**config.mk**
```make
export PLATFORM = sky130hd
export DESIGN_NAME = sdram_init_seq
export DESIGN_NICKNAME = d
export VERILOG_FILES = /design/src/rtl/sdram_seq_pkg.sv /design/src/rtl/sdram_cmd_timer.sv /design/src/rtl/sdram_ref_interval.sv /design/src/rtl/sdram_cmd_drive.sv /design/src/rtl/sdram_init_seq.sv
export SDC_FILE = /design/constraint.sdc
export NUM_CORES = 1
export LEC_CHECK = 0
export CAP_MARGIN = 20
export CORE_MARGIN = 10
export CORE_UTILIZATION = 50
export CTS_BUF_LIST = sky130_fd_sc_hd__clkbuf_4 sky130_fd_sc_hd__clkbuf_8
export DETAILED_ROUTE_END_ITERATION = 6
export PLACE_DENSITY = 0.73
export SLEW_MARGIN = 15
export SYNTH_ARGS = -nofsm -noshare
export SYNTH_HDL_FRONTEND = slang
export SYNTH_SLANG_ARGS = --single-unit
```
**constraint.sdc**
```tcl
create_clock -name clk -period 3.9 [get_ports clk]
set_input_delay 0.39 -clock clk [delete_from_list [all_inputs] [get_ports clk]]
set_output_delay 0.39 -clock clk [all_outputs]
set_load 0.1 [all_outputs]
```
**src/rtl/sdram_seq_pkg.sv**
```systemverilog
package sdram_seq_pkg;

  typedef enum logic [2:0] {
    CMD_INH,
    CMD_NOP,
    CMD_PRE,
    CMD_REF,
    CMD_MRS
  } cmd_e;

  typedef enum logic [2:0] {
    ST_IDLE,
    ST_SETTLE,
    ST_WAIT_RP,
    ST_WAIT_RC,
    ST_WAIT_MRD,
    ST_READY
  } state_e;

  typedef struct packed {
    logic cs_n;
    logic ras_n;
    logic cas_n;
    logic we_n;
  } cmd_pins_t;

  function automatic cmd_pins_t encode_cmd(cmd_e c);
    cmd_pins_t p;
    case (c)
      CMD_NOP: p = '{cs_n: 1'b0, ras_n: 1'b1, cas_n: 1'b1, we_n: 1'b1};
      CMD_PRE: p = '{cs_n: 1'b0, ras_n: 1'b0, cas_n: 1'b1, we_n: 1'b0};
      CMD_REF: p = '{cs_n: 1'b0, ras_n: 1'b0, cas_n: 1'b0, we_n: 1'b1};
      CMD_MRS: p = '{cs_n: 1'b0, ras_n: 1'b0, cas_n: 1'b0, we_n: 1'b0};
      default: p = '{cs_n: 1'b1, ras_n: 1'b1, cas_n: 1'b1, we_n: 1'b1};
    endcase
    return p;
  endfunction

endpackage

```
**src/rtl/sdram_cmd_timer.sv**
```systemverilog
module sdram_cmd_timer #(
  parameter int W = 14
) (
  input  logic         clk,
  input  logic         rst_n,
  input  logic         load,
  input  logic [W-1:0] load_val,
  output logic         zero
);

  logic [W-1:0] cnt_q, cnt_d;
  logic         cnt_en;

  always_comb begin
    cnt_en = load || (cnt_q != '0);
    if (load) cnt_d = load_val;
    else      cnt_d = cnt_q - W'(1);
  end

  always_ff @(posedge clk or negedge rst_n) begin
    if (!rst_n)      cnt_q <= '0;
    else if (cnt_en) cnt_q <= cnt_d;
  end

  assign zero = (cnt_q == '0);

endmodule

```
**src/rtl/sdram_ref_interval.sv**
```systemverilog
module sdram_ref_interval #(
  parameter int INTERVAL = 677
) (
  input  logic clk,
  input  logic rst_n,
  input  logic run,
  input  logic grant,
  output logic req
);

  localparam int CW = (INTERVAL > 1) ? $clog2(INTERVAL) : 1;
  localparam logic [CW-1:0] RELOAD = CW'(INTERVAL - 1);

  logic [CW-1:0] cnt_q, cnt_d;
  logic          pend_q, pend_d;
  logic          expire;

  always_comb begin
    expire = run && (cnt_q == '0);
    if (!run || expire) cnt_d = RELOAD;
    else                cnt_d = cnt_q - CW'(1);
    pend_d = pend_q;
    if (pend_q && grant) pend_d = 1'b0;
    if (expire)          pend_d = 1'b1;
  end

  always_ff @(posedge clk or negedge rst_n) begin
    if (!rst_n) begin
      cnt_q  <= RELOAD;
      pend_q <= 1'b0;
    end else begin
      cnt_q  <= cnt_d;
      pend_q <= pend_d;
    end
  end

  assign req = pend_q;

endmodule

```
**src/rtl/sdram_cmd_drive.sv**
```systemverilog
module sdram_cmd_drive
  import sdram_seq_pkg::*;
#(
  parameter int              ADDR_W   = 13,
  parameter int              BA_W     = 2,
  parameter logic [ADDR_W-1:0] MODE_VAL = ADDR_W'(16'h0220)
) (
  input  logic              clk,
  input  logic              rst_n,
  input  cmd_e              cmd_d,
  output logic              cs_n,
  output logic              ras_n,
  output logic              cas_n,
  output logic              we_n,
  output logic [BA_W-1:0]   ba,
  output logic [ADDR_W-1:0] addr
);

  localparam int ALL_BANK_BIT = 10;

  cmd_pins_t         pins_d, pins_q;
  logic [ADDR_W-1:0] addr_d, addr_q;
  logic [ADDR_W-1:0] pre_addr;

  generate
    for (genvar i = 0; i < ADDR_W; i++) begin : g_pre_addr
      assign pre_addr[i] = (i == ALL_BANK_BIT);
    end
  endgenerate

  always_comb begin
    pins_d = encode_cmd(cmd_d);
    case (cmd_d)
      CMD_PRE: addr_d = pre_addr;
      CMD_MRS: addr_d = MODE_VAL;
      default: addr_d = '0;
    endcase
  end

  always_ff @(posedge clk or negedge rst_n) begin
    if (!rst_n) begin
      pins_q <= encode_cmd(CMD_INH);
      addr_q <= '0;
    end else begin
      pins_q <= pins_d;
      addr_q <= addr_d;
    end
  end

  assign cs_n  = pins_q.cs_n;
  assign ras_n = pins_q.ras_n;
  assign cas_n = pins_q.cas_n;
  assign we_n  = pins_q.we_n;
  assign ba    = '0;
  assign addr  = addr_q;

endmodule

```
**src/rtl/sdram_init_seq.sv**
```systemverilog
module sdram_init_seq
  import sdram_seq_pkg::*;
#(
  parameter int                ADDR_W       = 13,
  parameter int                BA_W         = 2,
  parameter int                SETTLE_CYC   = 10000,
  parameter int                T_RP         = 2,
  parameter int                T_RC         = 6,
  parameter int                T_MRD        = 2,
  parameter int                NUM_INIT_REF = 8,
  parameter int                REF_INTERVAL = 677,
  parameter logic [ADDR_W-1:0] MODE_VAL     = ADDR_W'(16'h0220)
) (
  input  logic              clk,
  input  logic              rst_n,
  input  logic              start,
  input  logic              ref_grant,
  output logic              sd_cke,
  output logic              sd_cs_n,
  output logic              sd_ras_n,
  output logic              sd_cas_n,
  output logic              sd_we_n,
  output logic [BA_W-1:0]   sd_ba,
  output logic [ADDR_W-1:0] sd_addr,
  output logic              init_done,
  output logic              ref_req
);

  localparam int MAX_A = (SETTLE_CYC > T_RC) ? SETTLE_CYC : T_RC;
  localparam int MAX_B = (T_RP > T_MRD) ? T_RP : T_MRD;
  localparam int MAX_T = (MAX_A > MAX_B) ? MAX_A : MAX_B;
  localparam int TMR_W = $clog2(MAX_T + 1);
  localparam int RC_W  = $clog2(NUM_INIT_REF + 1);

  state_e           state_q, state_d;
  cmd_e             cmd_d;
  logic             cke_q, cke_d;
  logic             done_q, done_d;
  logic [RC_W-1:0]  rcnt_q, rcnt_d;
  logic             tmr_ld;
  logic [TMR_W-1:0] tmr_val;
  logic             tmr_zero;

  always_comb begin
    state_d = state_q;
    cke_d   = cke_q;
    done_d  = done_q;
    rcnt_d  = rcnt_q;
    cmd_d   = cke_q ? CMD_NOP : CMD_INH;
    tmr_ld  = 1'b0;
    tmr_val = '0;
    case (state_q)
      ST_IDLE: if (start) begin
        state_d = ST_SETTLE;
        cke_d   = 1'b1;
        cmd_d   = CMD_NOP;
        tmr_ld  = 1'b1;
        tmr_val = TMR_W'(SETTLE_CYC - 1);
      end
      ST_SETTLE: if (tmr_zero) begin
        state_d = ST_WAIT_RP;
        cmd_d   = CMD_PRE;
        tmr_ld  = 1'b1;
        tmr_val = TMR_W'(T_RP - 1);
      end
      ST_WAIT_RP: if (tmr_zero) begin
        state_d = ST_WAIT_RC;
        cmd_d   = CMD_REF;
        rcnt_d  = RC_W'(1);
        tmr_ld  = 1'b1;
        tmr_val = TMR_W'(T_RC - 1);
      end
      ST_WAIT_RC: if (tmr_zero) begin
        tmr_ld = 1'b1;
        if (rcnt_q == RC_W'(NUM_INIT_REF)) begin
          state_d = ST_WAIT_MRD;
          cmd_d   = CMD_MRS;
          tmr_val = TMR_W'(T_MRD - 1);
        end else begin
          cmd_d   = CMD_REF;
          rcnt_d  = rcnt_q + RC_W'(1);
          tmr_val = TMR_W'(T_RC - 1);
        end
      end
      ST_WAIT_MRD: if (tmr_zero) begin
        state_d = ST_READY;
        done_d  = 1'b1;
      end
      ST_READY: if (ref_req && ref_grant) cmd_d = CMD_REF;
      default: state_d = ST_IDLE;
    endcase
  end

  always_ff @(posedge clk or negedge rst_n) begin
    if (!rst_n) begin
      state_q <= ST_IDLE;
      cke_q   <= 1'b0;
      done_q  <= 1'b0;
      rcnt_q  <= '0;
    end else begin
      state_q <= state_d;
      cke_q   <= cke_d;
      done_q  <= done_d;
      rcnt_q  <= rcnt_d;
    end
  end

  sdram_cmd_timer #(.W(TMR_W)) u_timer (
    .clk      (clk),
    .rst_n    (rst_n),
    .load     (tmr_ld),
    .load_val (tmr_val),
    .zero     (tmr_zero)
  );

  sdram_ref_interval #(.INTERVAL(REF_INTERVAL)) u_interval (
    .clk   (clk),
    .rst_n (rst_n),
    .run   (done_q),
    .grant (ref_grant),
    .req   (ref_req)
  );

  sdram_cmd_drive #(
    .ADDR_W   (ADDR_W),
    .BA_W     (BA_W),
    .MODE_VAL (MODE_VAL)
  ) u_drive (
    .clk   (clk),
    .rst_n (rst_n),
    .cmd_d (cmd_d),
    .cs_n  (sd_cs_n),
    .ras_n (sd_ras_n),
    .cas_n (sd_cas_n),
    .we_n  (sd_we_n),
    .ba    (sd_ba),
    .addr  (sd_addr)
  );

  assign sd_cke    = cke_q;
  assign init_done = done_q;

endmodule

```
; ---- Word level (Yosys, flattened, before mapping)
; Index checks and enable logic that the tools add are counted.
[word_totals]
ff_bits = 49
input_bits = 4
out_inout_bits = 22
[classes]
add_sub_neg = 3
eq_ne = 17
muxes = 34
n_bitwise = 1
reduce_logical = 16
[ops]
columns = operator, count
row1 = $pmux 14 s4, 1
row2 = $mux 3, 11
row3 = $mux 14, 2
row4 = $pmux 11 s2, 1
row5 = $pmux 3 s6, 1
row6 = $pmux 4 s4, 1
row7 = $pmux 3 s5, 1
row8 = $logic_not 14->1, 1
row9 = $ne 2x2->1 const B, 7
row10 = $reduce_bool 14->1, 1
row11 = $sub 14x1->14 const B, 1
row12 = $eq 3x2->1 const B, 4
row13 = $mux 4, 3
row14 = $logic_not 10->1, 1
row15 = $mux 10, 1
row16 = $sub 10x1->10 const B, 1
row17 = $eq 3x3->1 const B, 3
row18 = $pmux 4 s2, 1
row19 = $mux 1, 7
row20 = $reduce_and 7->1, 1
row21 = $eq 3x1->1 const B, 2
row22 = $mux 2, 3
row23 = $add 4x1->4 const B, 1
row24 = $eq 4x4->1 const B, 1
row25 = 10 further kinds, 14

; ---- Longest topological paths before layout
[depth]
word_depth = 6
ltp_mapped = 8
depth_no_buf = 6

; ---- Modules after synthesis
; Synthesis repeated with hierarchy kept, for this count alone.
[hier_totals]
cells_unflattened = 229
hier_area_um2 = 2353.5
[by_module_without_submodules]
columns = module, instances, cells_each, area_each_um2, seq_area_each_um2
row1 = sdram_cmd_timer, 1, 77, 825.8, 350.3
row2 = sdram_init_seq, 1, 65, 605.6, 225.2
row3 = sdram_ref_interval, 1, 58, 590.6, 280.3
row4 = sdram_cmd_drive, 1, 29, 331.6, 155.1

; ---- Worst setup path after synthesis
; Ideal clock, no wire load.
[synth_path]
path_kind = register to register
from = register u_timer.cnt_q[0]
to = register u_timer.cnt_q[10]
setup_time_ns = 0.069
arrival_ns = 1.972
t_required_ns = 3.831
setup_slack_ns = 1.859
path_stages_with_launch = 7
path_buffers = 0
period_less_slack_ns = 2.041
cell_sequence = dfrtp_1 inv_1 ha_1 or3b_4 or4_4 or4_1 nand3_1
[synth_between]
elab_chain_len = 4
[synth_lines]
columns = element, line
row1 = "start, declared", sdram_cmd_timer.sv:11  ; logic [W-1:0] cnt_q, cnt_d;
row2 = "start signal, assigned", sdram_cmd_timer.sv:22  ; else if (cnt_en) cnt_q <= cnt_d;
row3 = branches (longest 4 deep; another with $sub 14x1->14), n/a
; Parallel ways; which one is timed is not known.
; A chain may end at the register's enable or synchronous reset.

==> results.yml <==
outcome:
  status: "finished, final reports clean"
final_layout:
  nFillCells: 387
  regArea_mm2: 0.001011
  area_growth_pct: 9.755
  postLayoutCoreUtil: 0.5606
  nNetsFinal: 247
  drive_gt1_frac: 0.1125
  diodes: 0
  multi_input_area_mm2: 0.001040
yosys:
  synth_largest_area_cell: "dfrtp_1"
  synth_area_per_cell_um2: 9.536
  synth_xor_area_frac: 0.02795
  synth_top_family_by_area: "simple AND/OR/NAND/NOR gates"
  synth_top_area_frac: 0.3651
  synth_most_common_cell: "dfrtp_1"
  synth_edf_count: 0
  yosys.cell_types.count: 52
  synth_seq_cells: 40
  yosysWarnings: 0
  synth.area.top_cells: "dfrtp_1, dfstp_2, buf_4, nand3_1, nor2_1"
  ys.flop_type: "dfrtp_1"
  ys_top_cells_by_count: "dfrtp_1, nor2_1, buf_4, nand2_1, nand3_1"
  netlist_instances: 230
  ys_seq_area_frac: 0.4609
  synthAdderAreaFrac: 0.02282
  yosys.area_share.simple: 0.2533
  synth_compound_area_frac: 0.1358
  async_flop_share: 1.000
  syn_area_mm2: 0.002193
  yosys-mux-area-fraction: 0.01369
global_route:
  grt_pass1_vias: 1647
  grt_first_pass_wirelength_mm: 7.514
  grt_use_total: 0.1213
  grt-ovfl-total: 0
  grt_antenna_before_repair: 0
  grt_start_max_net_pins: 41
setup_path:
  critPathLaunchType: "register"
  critPathArrivalTime_ns: 2.61
  end_kind: "register"
  worstPathRequired_ns: 4.08
  path_cells: "inv_1, ha_1, nor4b_2, and4_1, o21ai_1, a221oi_1"
  critical-path-max-stage-delay_ns: 0.80
  cp_max_fo: 25
  path_class: "register to register"
  critPathSlowestCell: "and4_1"
placement:
  port-buffer-count: 13
  dp_hpwl_mm: 3.086
  gp_congestion: 0.8003
  post-place-ws_ns: 1.517
timing:
  setup_viol: 0
  fin_worst_skew_ns: 0.009072
  tightest_slew_ns: 0.9758
  rsz0062_at_grt: "no"
  max_freq_mhz: 411.5
  final.min_clock_period_ns: 2.430
  final_hold_viol_count: 0
  fin_tns_setup_ns: 0
  finalMaxSlewViolations: 0
  layout_setup_ws_ns: 1.470
  finalCritPeriodShare: 0.6231
  max_slew_margin: 0.3475
pwr:
  ir_drop_uv: 154.2
  p_leak_nw: 0.9857
  powerDensity_mw_per_mm2: 346.0
die:
  die_area_mm2: 0.007436
  die_y_um: 86.23
  ioPinCount: 26
  row_count: 24
  core-area_mm2: 0.004294
  die_x_um: 86.23
  start_util: 0.5108
route:
  routedWlPerCell_um: 14.86
  drtPass1Iterations: 4
  met3_length_um: 199
  routed_wl_mm: 4.339
  wl_met1_mm: 1.969
  wl_met2_mm: 2.103
  drc: 0
  drtIter0Drc: 121
  top_layer: "met4"
  vias: 1688
  via_per_inst: 5.781
  postRouteAntennaNets: 0
clocking:
  post_cts_buffers: 0
  h-tree-depth: 2
  cts_buffers: 5
  cts-root-buf: "clkbuf_8"
  cts_tree: "done"
  clock_path_buffers: 2
  clock_sinks: 40
  cts-resized-gates: 0
  path_clk_slew_ns: 0.08
  clk_latency_ns: 0.29
  hold_buffers: 0
flow_run:
  max_cap_viol_count: 0
min_path:
  hp-class: "primary input to async pin"
critical path, delay by kind of cell (launching register included):
kind / cells / cell delay [ns]
flip-flops: 1 / 0.41
adder cells (fa/ha/maj): 1 / 0.20
AND/OR/NAND/NOR: 2 / 1.17
buffers and inverters: 1 / 0.08
AO/OA/AOI/OAI: 2 / 0.46
placed cells by master, fill, tap and decap left out, drive strengths merged, types with 2 or more instances in the layout:
cell type,synthesis,layout
nor3,8,8
nor4,6,6
ha,4,4
nand2,15,15
a211o,3,3
a21oi,11,11
inv,12,12
or3,7,7
nand4,6,6
clkbuf,5,6
o21ai,10,10
nor2,16,16
xor2,4,4
nor2b,5,5
dfstp,8,8
a21o,2,2
xnor2,3,3
mux2i,3,3
nand3,13,13
nand2b,3,3
and4,2,2
clkdlybuf4s50,0,12
o211ai,3,3
o31ai,4,4
dfrtp,32,32
a221oi,2,2
conb,1,12
or4,8,8
cell families after synthesis:
kind of cell               after synthesis
and+or+nand+nor                         96
adders and majority gates                4
other                                    1
muxes                                    3
DFF                                     40
xor gates and xnor gates                 7
AOI/OAI and AO/OA                       45
buffers and inverters                   34
stage by stage:
stage / std cells / hold slack (ns) / instance area, um2 / total power [mW]
floorplan: 241 / 0.09441 / 2235 / 0.4829
global placement: 284 / 0.4465 / 2286 / 0.4845
detailed placement: 284 / 0.4601 / 2286 / 0.4845
CTS: 292 / 0.2341 / 2407 / 0.8413
global route: 292 / 0.2704 / 2407 / 0.8665
finish: 292 / 0.2002 / 2407 / 0.8329
state kept, by name (all words and copies together) (netlist names):
register and count:
init_done 1, rcnt_q 4, sd_cke 1, state_q 3, u_drive.addr 2, u_drive.cas_n 1
u_drive.cs_n 1, u_drive.ras_n 1, u_drive.we_n 1, u_interval.cnt_q 10, u_interval.req 1, u_timer.cnt_q 14
area by class of cell:
class                           instances  area share
Clock buffer                            6     0.03430
Clock inverter                          2     0.01611
Inverter                               12     0.01871
Sequential cell                        40      0.4200
Tap cell                               52     0.02703
Timing Repair Buffer                   13     0.05198
Multi-Input combinational cell        167      0.4319
where the power goes:
part | leakage [nW] | internal, mW | switching [mW]
clock network | 0.0614 | 0.209 | 0.147
logic | 0.439 | 0.00255 | 0.0591
registers | 0.485 | 0.415 | 0.0000000000000000279
total | 0.986 | 0.627 | 0.206
layer usage:
layer,GRT usage,up-vias
li1,-,832
met1,0.1522,824
met2,0.1920,27
met3,0.03565,5
met4,0.04713,0
met5,0,-
final timing paths:
check                               startpoint                  end  slack [ns]  cells past startpoint
min in group clk           u_interval.cnt_q[0]  u_interval.cnt_q[0]        0.47                      1
setup reg to reg              u_timer.cnt_q[0]         u_drive.cs_n        1.47                      6
max in group asynchronous                rst_n     u_timer.cnt_q[7]        3.14                      1
setup / recovery              u_timer.cnt_q[0]         u_drive.cs_n        1.47                      6
hold / removal                           rst_n  u_interval.cnt_q[6]        0.20                      1
hold reg to reg            u_interval.cnt_q[0]  u_interval.cnt_q[0]        0.47                      1
Note: power is estimated with default switching activity, not from simulation.
